File: config.mk
export PLATFORM = sky130hd
export DESIGN_NAME = dram_ptr_unit
export DESIGN_NICKNAME = d
export VERILOG_FILES = /design/src/rtl/dram_ptr_pkg.sv /design/src/rtl/dram_col_ctr.sv /design/src/rtl/dram_bank_seq.sv /design/src/rtl/dram_sub_ctr.sv /design/src/rtl/dram_ptr_unit.sv
export SDC_FILE = /design/constraint.sdc
export NUM_CORES = 1
export LEC_CHECK = 0
export BUFFER_PORTS_ARGS = -buffer_cell sky130_fd_sc_hd__buf_2
export CORE_ASPECT_RATIO = 1.4
export CORE_MARGIN = 4
export CORE_UTILIZATION = 54
export CTS_BUF_LIST = sky130_fd_sc_hd__clkbuf_4 sky130_fd_sc_hd__clkbuf_8
export DETAILED_ROUTE_END_ITERATION = 10
export GPL_ROUTABILITY_DRIVEN = 0
export PLACE_DENSITY = 0.87
export SLEW_MARGIN = 25
export SYNTH_ARGS = -nofsm -noshare
export SYNTH_HDL_FRONTEND = slang
export SYNTH_SLANG_ARGS = --single-unit
File: constraint.sdc
create_clock -name clk -period 3.7 [get_ports clk]
set_input_delay 0.925 -clock clk [delete_from_list [all_inputs] [get_ports clk]]
set_output_delay 0.925 -clock clk [all_outputs]
set_load 0.01 [all_outputs]
File: src/rtl/dram_ptr_pkg.sv
package dram_ptr_pkg;
  typedef enum logic [1:0] {
    AM_CHAR = 2'b00,
    AM_HALF = 2'b01,
    AM_FULL = 2'b10,
    AM_RSVD = 2'b11
  } acc_mode_e;
endpackage

File: src/rtl/dram_col_ctr.sv
module dram_col_ctr #(
  parameter int COLS = 40,
  localparam int X_W = $clog2(COLS)
) (
  input  logic           clk,
  input  logic           rst_n,
  input  logic           ld,
  input  logic [X_W-1:0] val,
  input  logic           adv,
  output logic [X_W-1:0] x,
  output logic           wrap
);
  localparam logic [X_W-1:0] X_LAST = X_W'(COLS - 1);

  function automatic logic [X_W-1:0] clamp_x(input logic [X_W-1:0] v);
    return (v > X_LAST) ? '0 : v;
  endfunction

  assign wrap = adv && (x == X_LAST);

  always_ff @(posedge clk or negedge rst_n) begin
    if (!rst_n)      x <= '0;
    else if (ld)     x <= clamp_x(val);
    else if (wrap)   x <= '0;
    else if (adv)    x <= x + 1'b1;
  end

  assert_x_range_R5: assert property (@(posedge clk) disable iff (!rst_n)
    x <= X_LAST);
  assert_x_wrap_R5: assert property (@(posedge clk) disable iff (!rst_n)
    (wrap && !ld) |=> (x == '0));
endmodule

File: src/rtl/dram_bank_seq.sv
module dram_bank_seq
  import dram_ptr_pkg::*;
#(
  parameter int BANKS = 4,
  localparam int B_W = $clog2(BANKS)
) (
  input  logic           clk,
  input  logic           rst_n,
  input  logic           ld_bank,
  input  logic [B_W-1:0] bank_in,
  input  logic           ld_mode,
  input  logic [1:0]     mode_in,
  input  logic           step,
  output logic [B_W-1:0] bank,
  output acc_mode_e      mode,
  output logic           col_step
);
  localparam logic [B_W-1:0] B_LAST = B_W'(BANKS - 1);

  logic [B_W-1:0] start_q;
  logic [B_W-1:0] start_d;
  acc_mode_e      mode_d;

  function automatic logic [B_W-1:0] eff_start(input acc_mode_e m, input logic [B_W-1:0] s);
    case (m)
      AM_HALF: return {s[B_W-1:1], 1'b0};
      AM_FULL: return '0;
      default: return s;
    endcase
  endfunction

  function automatic logic group_last(input acc_mode_e m, input logic [B_W-1:0] b);
    case (m)
      AM_HALF: return b[0];
      AM_FULL: return b == B_LAST;
      default: return 1'b1;
    endcase
  endfunction

  assign start_d  = ld_bank ? bank_in : start_q;
  assign mode_d   = ld_mode ? acc_mode_e'(mode_in) : mode;
  assign col_step = step && group_last(mode, bank);

  always_ff @(posedge clk or negedge rst_n) begin
    if (!rst_n) begin
      start_q <= '0;
      mode    <= AM_CHAR;
      bank    <= '0;
    end else if (ld_bank || ld_mode) begin
      start_q <= start_d;
      mode    <= mode_d;
      bank    <= eff_start(mode_d, start_d);
    end else if (col_step) begin
      bank    <= eff_start(mode, start_q);
    end else if (step) begin
      bank    <= bank + 1'b1;
    end
  end

  assert_half_even_R3: assert property (@(posedge clk) disable iff (!rst_n)
    (mode == AM_HALF && step && !bank[0] && !ld_bank && !ld_mode) |=> (bank == $past(bank) + 1'b1));
  assert_full_sweep_R4: assert property (@(posedge clk) disable iff (!rst_n)
    (mode == AM_FULL && col_step && !ld_bank && !ld_mode) |=> (bank == '0));
endmodule

File: src/rtl/dram_sub_ctr.sv
module dram_sub_ctr #(
  parameter int SUB_W = 4,
  parameter logic [SUB_W-1:0] HW_SUB = '0
) (
  input  logic             clk,
  input  logic             rst_n,
  input  logic             ld,
  input  logic [SUB_W-1:0] val,
  input  logic             inc,
  output logic [SUB_W-1:0] cnt,
  output logic             match
);
  always_ff @(posedge clk or negedge rst_n) begin
    if (!rst_n)    cnt <= '0;
    else if (ld)   cnt <= val;
    else if (inc)  cnt <= cnt + 1'b1;
  end

  assign match = (cnt == HW_SUB);

  assert_sub_wrap_R6: assert property (@(posedge clk) disable iff (!rst_n)
    (inc && !ld && cnt == '1) |=> (cnt == '0));
  assert_sub_hold_R10: assert property (@(posedge clk) disable iff (!rst_n)
    (!inc && !ld) |=> $stable(cnt));
endmodule

File: src/rtl/dram_ptr_unit.sv
module dram_ptr_unit
  import dram_ptr_pkg::*;
#(
  parameter int COLS  = 40,
  parameter int BANKS = 4,
  parameter int SUB_W = 4,
  parameter logic [SUB_W-1:0] HW_SUB = '0,
  localparam int X_W = $clog2(COLS),
  localparam int B_W = $clog2(BANKS),
  localparam int A_W = $clog2(COLS * BANKS)
) (
  input  logic             clk,
  input  logic             rst_n,
  input  logic             ld_x,
  input  logic [X_W-1:0]   x_in,
  input  logic             ld_bank,
  input  logic [B_W-1:0]   bank_in,
  input  logic             ld_mode,
  input  logic [1:0]       mode_in,
  input  logic             ld_sub,
  input  logic [SUB_W-1:0] sub_in,
  input  logic             byte_done,
  input  logic             wr_req,
  input  logic             rd_req,
  output logic [B_W-1:0]   ram_bank,
  output logic [X_W-1:0]   ram_x,
  output logic [A_W-1:0]   ram_addr,
  output logic [SUB_W-1:0] sub_cnt,
  output logic             is_mine,
  output logic             wr_en,
  output logic             rd_en
);
  localparam logic [X_W-1:0] X_LAST = X_W'(COLS - 1);

  logic      any_ld;
  logic      step;
  logic      col_step;
  logic      col_wrap;
  acc_mode_e cur_mode;

  function automatic logic [A_W-1:0] flat_addr(input logic [B_W-1:0] b, input logic [X_W-1:0] x);
    return A_W'(b) * A_W'(COLS) + A_W'(x);
  endfunction

  assign any_ld = ld_x | ld_bank | ld_mode | ld_sub;
  assign step   = byte_done & ~any_ld;

  dram_bank_seq #(.BANKS(BANKS)) u_bank (
    .clk(clk), .rst_n(rst_n),
    .ld_bank(ld_bank), .bank_in(bank_in),
    .ld_mode(ld_mode), .mode_in(mode_in),
    .step(step), .bank(ram_bank), .mode(cur_mode), .col_step(col_step)
  );

  dram_col_ctr #(.COLS(COLS)) u_col (
    .clk(clk), .rst_n(rst_n),
    .ld(ld_x), .val(x_in), .adv(col_step),
    .x(ram_x), .wrap(col_wrap)
  );

  dram_sub_ctr #(.SUB_W(SUB_W), .HW_SUB(HW_SUB)) u_sub (
    .clk(clk), .rst_n(rst_n),
    .ld(ld_sub), .val(sub_in), .inc(col_wrap),
    .cnt(sub_cnt), .match(is_mine)
  );

  assign ram_addr = flat_addr(ram_bank, ram_x);
  assign wr_en    = wr_req & is_mine;
  assign rd_en    = rd_req & is_mine;

  assert_char_step_R2: assert property (@(posedge clk) disable iff (!rst_n)
    (step && cur_mode == AM_CHAR && ram_x != X_LAST) |=>
      (ram_x == $past(ram_x) + 1'b1) && (ram_bank == $past(ram_bank)));
  assert_gate_R7: assert property (@(posedge clk) disable iff (!rst_n)
    (wr_en || rd_en) |-> (sub_cnt == HW_SUB));
  assert_load_wins_R10: assert property (@(posedge clk) disable iff (!rst_n)
    (byte_done && ld_sub && !ld_x) |=> $stable(ram_x));
endmodule

==> results of run 1 <==
==> logic make-up after synthesis <==
group	share of synthesized area, %
buf+inv	7.21
flops	33.4
mux	1.78
simple gates	24.1
fa+ha+maj	12.1
compound gates	18.4
xor+xnor	2.93
==> cell usage in the layout (no fill, tap or decap), drive strengths merged, types with 2 or more instances in the layout <==
master  Yosys  routed
a21oi       5       5
o21ai      11      11
buf         5      45
nand2b      2       2
and3        2       2
ha         10      10
inv         8       8
a31oi       4       4
nor3b       3       3
and2        3       3
nand2      11      11
xor2        2       2
nand3      10      10
nand4       2       2
xnor2       2       2
clkbuf      2       4
dfrtp      16      16
nor2        7       7
==> state kept, by name, indices dropped and copies added, names as in the netlist <==
name / count
u_sub.cnt: 4
u_bank.start_q: 2
u_bank.mode: 2
u_bank.bank: 2
u_col.x: 6
==> through the flow <==
step	cells	setup WS, ps	total power [mW]	instance area [um2]
6_report	192	952	0.497	1430
5_1_grt	192	866	0.530	1430
4_1_cts	192	954	0.497	1430
3_5_place_dp	188	1290	0.378	1390
3_3_place_gp	188	1340	0.371	1390
2_1_floorplan	129	1370	0.319	1200
==> layout make-up <==
class / instances / share of cell area (%)
multi-input combinational: 98 / 49.7
tap: 21 / 1.84
inverter: 8 / 2.10
sequential: 16 / 28.0
timing repair buffer: 45 / 15.8
clock buffer: 4 / 2.54
==> worst paths after layout <==
| kind | startpoint | end | slack (ps) | cells past startpoint |
|---|---|---|---|---|
| min in group clk | u_bank.start_q[0]$_DFFE_PN0N_ | u_bank.start_q[0]$_DFFE_PN0N_ | 530 | 2 |
| hold reg to reg | u_bank.start_q[0]$_DFFE_PN0N_ | u_bank.start_q[0]$_DFFE_PN0N_ | 530 | 2 |
| setup reg to reg | u_bank.mode[0]$_DFFE_PN0N_ | u_sub.cnt[3]$_DFFE_PN0P_ | 1710 | 6 |
| setup / recovery | u_bank.bank[0]$_DFFE_PN0P_ | ram_addr[7] | 950 | 5 |
| max in group asynchronous | rst_n | u_col.x[2]$_DFFE_PN0P_ | 2890 | 1 |
| hold / removal | rst_n | u_sub.cnt[1]$_DFFE_PN0P_ | 530 | 1 |
==> layer usage <==
metal  up-vias  wire length [um]  global-route usage [%]
li1        558                 -                       -
met1       527              1050                    21.9
met2        53              1580                    37.9
met3         4               217                    2.85
met4         0                27                    7.07
met5         -                 0                       0
==> report_power, final <==
part | internal, mW | total (mW) | switching, mW
clock network | 0.0600 | 0.122 | 0.0616
logic | 0.0714 | 0.156 | 0.0851
registers | 0.192 | 0.219 | 0.0265
total | 0.323 | 0.497 | 0.173
==> critical path: cells and delay by family, from the launching register on <==
family	cells	cell delay, ps
buffers and inverters	1	140
adder cells (fa/ha/maj)	2	670
flip-flops	1	470
AND/OR/NAND/NOR	1	70
AO/OA/AOI/OAI	1	180
==> results.toml, run 1 <==
[cts]
holdBufCountCts = 0
worstSkewPairLatency_ps = 300
htree_levels = 1
post_cts_resize_count = 0
clk_pin_slew_ps = 100
clockBufferDepth = 2
cts.root.buffer_cell = "clkbuf_4"
clkSinkCount = 16
tritoncts = "done"
cts_made_buffers = 3
cts_setup_buffers = 0

[cells_and_area]
multi_input_area_um2 = 711
final_util_pct = 69.9
seq_area_um2 = 400
area_delta_synth_final_pct = 19.3
fillers = 156
fin_nets = 206
drive_gt1_share_pct = 33.3
n_antenna_cell = 0

[pwr]
p_leak_nw = 0.709
ir_drop_mv = 0.216
p_per_area_nw_per_um2 = 348

[global_route]
grtUsageTotal_pct = 20.5
grt_max_degree = 17
grt_pass1_wl_um = 4690
grt_pass1_vias = 1096
antenna_found_initial = 0
grt.overflow.total = 0

[die]
die_x_um = 47.8
core_area_um2 = 2040
die_h_um = 63.7
io_pins = 46
dieArea_um2 = 3050
start_util_pct = 58.6
rows = 19

[yosys]
async_reset_ff_share_pct = 100
yosysMostFrequentCell = "dfrtp_1"
yosys_warnings = 0
synth_common_cells = "dfrtp_1 (16), nand2_1 (11), o21ai_0 (11)"
ys_ff_latch = 16
syn_inst = 129
synth_edf_count = 0
syn_area_per_cell_um2 = 9.28
synth_nets = 163
ys_types = 49
synth_ff_type = "dfrtp_1"
synth_top_area_cell = "dfrtp_1"
synth_area_leaders = "dfrtp_1 (33%), ha_1 (10%), o21ai_0 (4.6%), nand3_1 (3.8%), nand2_1 (3.4%)"
synth_top_cell_area_share_pct = 33.4
seq_area_frac_synth_pct = 33.4
syn-cell-area_um2 = 1200

[critical_path]
arrival_ps = 1820
cp.required_ps = 2770
critical_path_class = "reg -> out"
slowest_stage = "dfrtp_1"
cp-start-kind = "flip-flop"
worstSetupEndpointType = "output pin"
worstPathMaxFanout = 7
max_stage_delay_ps = 470
crit_chain = "ha_1 -> fa_1 -> a21oi_1 -> nor2b_1 -> buf_2"

[timing]
skew_ps = 6.09
worst_pin_slew_ps = 393
period_share_pct = 74.3
period_minus_slack_ps = 2750
max_freq_ghz = 0.364
holdWs_ps = 525
maxSlewViolCount = 0
tns_ps = 0
rsz0062_at_grt = "false"
setup_viol = 0
relSlewSlack_pct = 73.8
hold_viol = 0

[detailed_routing]
wl_per_cell_um = 15.0
num_vias = 1142
drt-total-wl_um = 2870
remaining_drc_errors = 0
viasPerCell = 5.95
drt-initial-drc-count = 52
ant_nets = 0
dr.pass1.iters = 5

[flow_run]
maxCapViolCount = 0

[hold_path]
hold_class = "in -> async"

[placement]
dp_hpwl_um = 2230
portBuffers = 45

[outcome]
status = "finished, final reports clean"
No activity file was read; power rests on OpenSTA's default activity.
==> run 2: changes to the inputs <==
--- a/config.mk
+++ b/config.mk
@@ -5,14 +5,15 @@
 export SDC_FILE = /design/constraint.sdc
 export NUM_CORES = 1
 export LEC_CHECK = 0
+export ABC_AREA = 1
 export BUFFER_PORTS_ARGS = -buffer_cell sky130_fd_sc_hd__buf_2
 export CORE_ASPECT_RATIO = 1.4
 export CORE_MARGIN = 4
-export CORE_UTILIZATION = 54
+export CORE_UTILIZATION = 52
 export CTS_BUF_LIST = sky130_fd_sc_hd__clkbuf_4 sky130_fd_sc_hd__clkbuf_8
 export DETAILED_ROUTE_END_ITERATION = 10
 export GPL_ROUTABILITY_DRIVEN = 0
-export PLACE_DENSITY = 0.87
+export PLACE_DENSITY = 0.82
 export SLEW_MARGIN = 25
 export SYNTH_ARGS = -nofsm -noshare
 export SYNTH_HDL_FRONTEND = slang
==> constraint.sdc (replaced) <==
create_clock -name clk -period 2.6 [get_ports clk]
set_input_delay 0.65 -clock clk [delete_from_list [all_inputs] [get_ports clk]]
set_output_delay 0.65 -clock clk [all_outputs]
set_load 0.01 [all_outputs]
==> results.toml, run 2 <==
[cells_and_area]
top_regs = "u_col.x x6, u_sub.cnt x4"
final_cell_mix = "nand2_1 (45), buf_2 (45), inv_1 (23)"
largest-register = "u_col.x"
drive_gt1_share_pct = 29.2
n_antenna_cell = 0
fin_nets = 261
largest_reg_flops = 6
area_delta_synth_final_pct = 19.1

[yosys]
synth_edf_count = 0
synth_ff_type = "dfrtp_1"
ys_ff_latch = 16
synth_nets = 216
synth_common_cells = "nand2_1 (45), inv_1 (23), nand3_1 (18), nor2_1 (18), dfrtp_1 (16)"
synth_top_area_cell = "dfrtp_1"
syn_area_per_cell_um2 = 7.40
syn_inst = 182
syn-cell-area_um2 = 1350
synth_area_leaders = "dfrtp_1 (30%), nand2_1 (13%), ha_1 (9.3%), nand3_1 (6.7%), inv_1 (6.4%)"
async_reset_ff_share_pct = 100
ys_types = 28
seq_area_frac_synth_pct = 29.7
yosysMostFrequentCell = "nand2_1"
synth_top_cell_area_share_pct = 29.7
yosys_warnings = 0

[timing]
max_freq_ghz = 0.418
relSlewSlack_pct = 75.1
tns_ps = 0
period_minus_slack_ps = 2390
maxSlewViolCount = 0
rsz0062_at_grt = "false"
setup_viol = 0
worst_slack_ps = 207
worst_pin_slew_ps = 374
period_share_pct = 92.0
hold_viol = 0
skew_ps = 2.99

[die]
start_util_pct = 55.1
rows = 21
core_area_um2 = 2440
io_pins = 46
die_x_um = 51.0
die_h_um = 68.2
dieArea_um2 = 3480

[cts]
clkSinkCount = 16
holdBufCountCts = 0
post_cts_resize_count = 0
worstSkewPairLatency_ps = 290
clk_pin_slew_ps = 100
tritoncts = "done"
cts.root.buffer_cell = "clkbuf_4"
cts_made_buffers = 3
cts_setup_buffers = 0
clockBufferDepth = 2
htree_levels = 1

[pwr]
ir_drop_mv = 0.265
p_leak_nw = 0.902
p_per_area_nw_per_um2 = 521
power_mw = 0.835

[critical_path]
rrSetupSlack_ps = 920
worstSetupEndpointType = "output pin"
critical_path_class = "reg -> out"
rr_worst_depth = 7
worstPathMaxFanout = 7
cp-start-kind = "flip-flop"
arrival_ps = 1740
crit-reg2reg-capture = "u_col.x[0]$_DFFE_PN0P_"
crit_start = "u_bank.bank[0]$_DFFE_PN0P_"
cp.required_ps = 1950
r2r_start = "u_bank.mode[0]$_DFFE_PN0N_"

[flow_run]
maxCapViolCount = 0

[detailed_routing]
drt-initial-drc-count = 18
drt-total-wl_um = 2840
viasPerCell = 4.90
num_vias = 1275
remaining_drc_errors = 0
ant_nets = 0
wl_per_cell_um = 10.9
dr.pass1.iters = 4

[placement]
portBuffers = 45
dp_hpwl_um = 2320
preCtsSetupSlack_ps = 534

[global_route]
grt_max_degree = 17
grt_pass1_vias = 1231
grtUsageTotal_pct = 19.0
grt.overflow.total = 0
grt_pass1_wl_um = 5060
antenna_found_initial = 0

[hold_path]
hold_class = "in -> async"

[outcome]
status = "finished, final reports clean"
==> run 2: cell type report <==
| class | instances | area (um2) |
|---|---|---|
| Timing Repair Buffer | 45 | 225 |
| Tap cell | 34 | 42.5 |
| Inverter | 26 | 97.6 |
| Multi-Input combinational cell | 135 | 801 |
| Sequential cell | 16 | 400 |
| Clock buffer | 4 | 36.3 |
| Fill cell | 245 | 841 |
==> run 2: worst max-delay path by stage <==
stage                     cells past startpoint           to  slack, ps
after floorplan                               3  ram_addr[5]        630
after global placement                        4  ram_addr[5]        600
after detailed placement                      4  ram_addr[5]        530
after CTS                                     4  ram_addr[5]        200
after global routing                          5  ram_addr[7]        130
final                                         4  ram_addr[5]        210
==> run 2: power breakdown <==
part / switching (mW) / internal (mW) / leakage (nW)
Combinational: 0.194 / 0.142 / 0.687
Clock: 0.0823 / 0.0853 / 0.0210
Sequential: 0.0497 / 0.282 / 0.194
Total: 0.326 / 0.509 / 0.902
==> run 2: per-stage QoR <==
| step | util (%) | area, um2 | std cells | hold slack, ps |
|---|---|---|---|---|
| global route | 65.6 | 1600 | 260 | 283 |
| CTS | 65.6 | 1600 | 260 | 268 |
| finish | 65.6 | 1600 | 260 | 258 |
| floorplan | - | 1350 | 182 | 354 |
| detailed placement | 64.1 | 1570 | 256 | 555 |
| global placement | 64.1 | 1570 | 256 | 562 |
==> run 2: kinds of logic after synthesis <==
logic type | share of synthesized area, %
compound gates | 11.1
simple gates | 35.7
flops | 29.7
fa+ha+maj | 10.8
xor+xnor | 1.95
buf+inv | 10.8
==> run 2: critical path: stages (launching register included) <==
cell and delay, ps:
dfrtp_1 470, ha_1 260, fa_1 420, xor2_1 160, buf_2 150
==> run 2: per-layer routing <==
| layer | up-vias | GRT usage, % | part of all wire [%] |
|---|---|---|---|
| met1 | 561 | 23.3 | 43 |
| met3 | 9 | 3.05 | 5.8 |
| met5 | - | 0 | 0 |
| met2 | 38 | 33.1 | 48 |
| met4 | 0 | 7.74 | 2.3 |
| li1 | 667 | - | - |
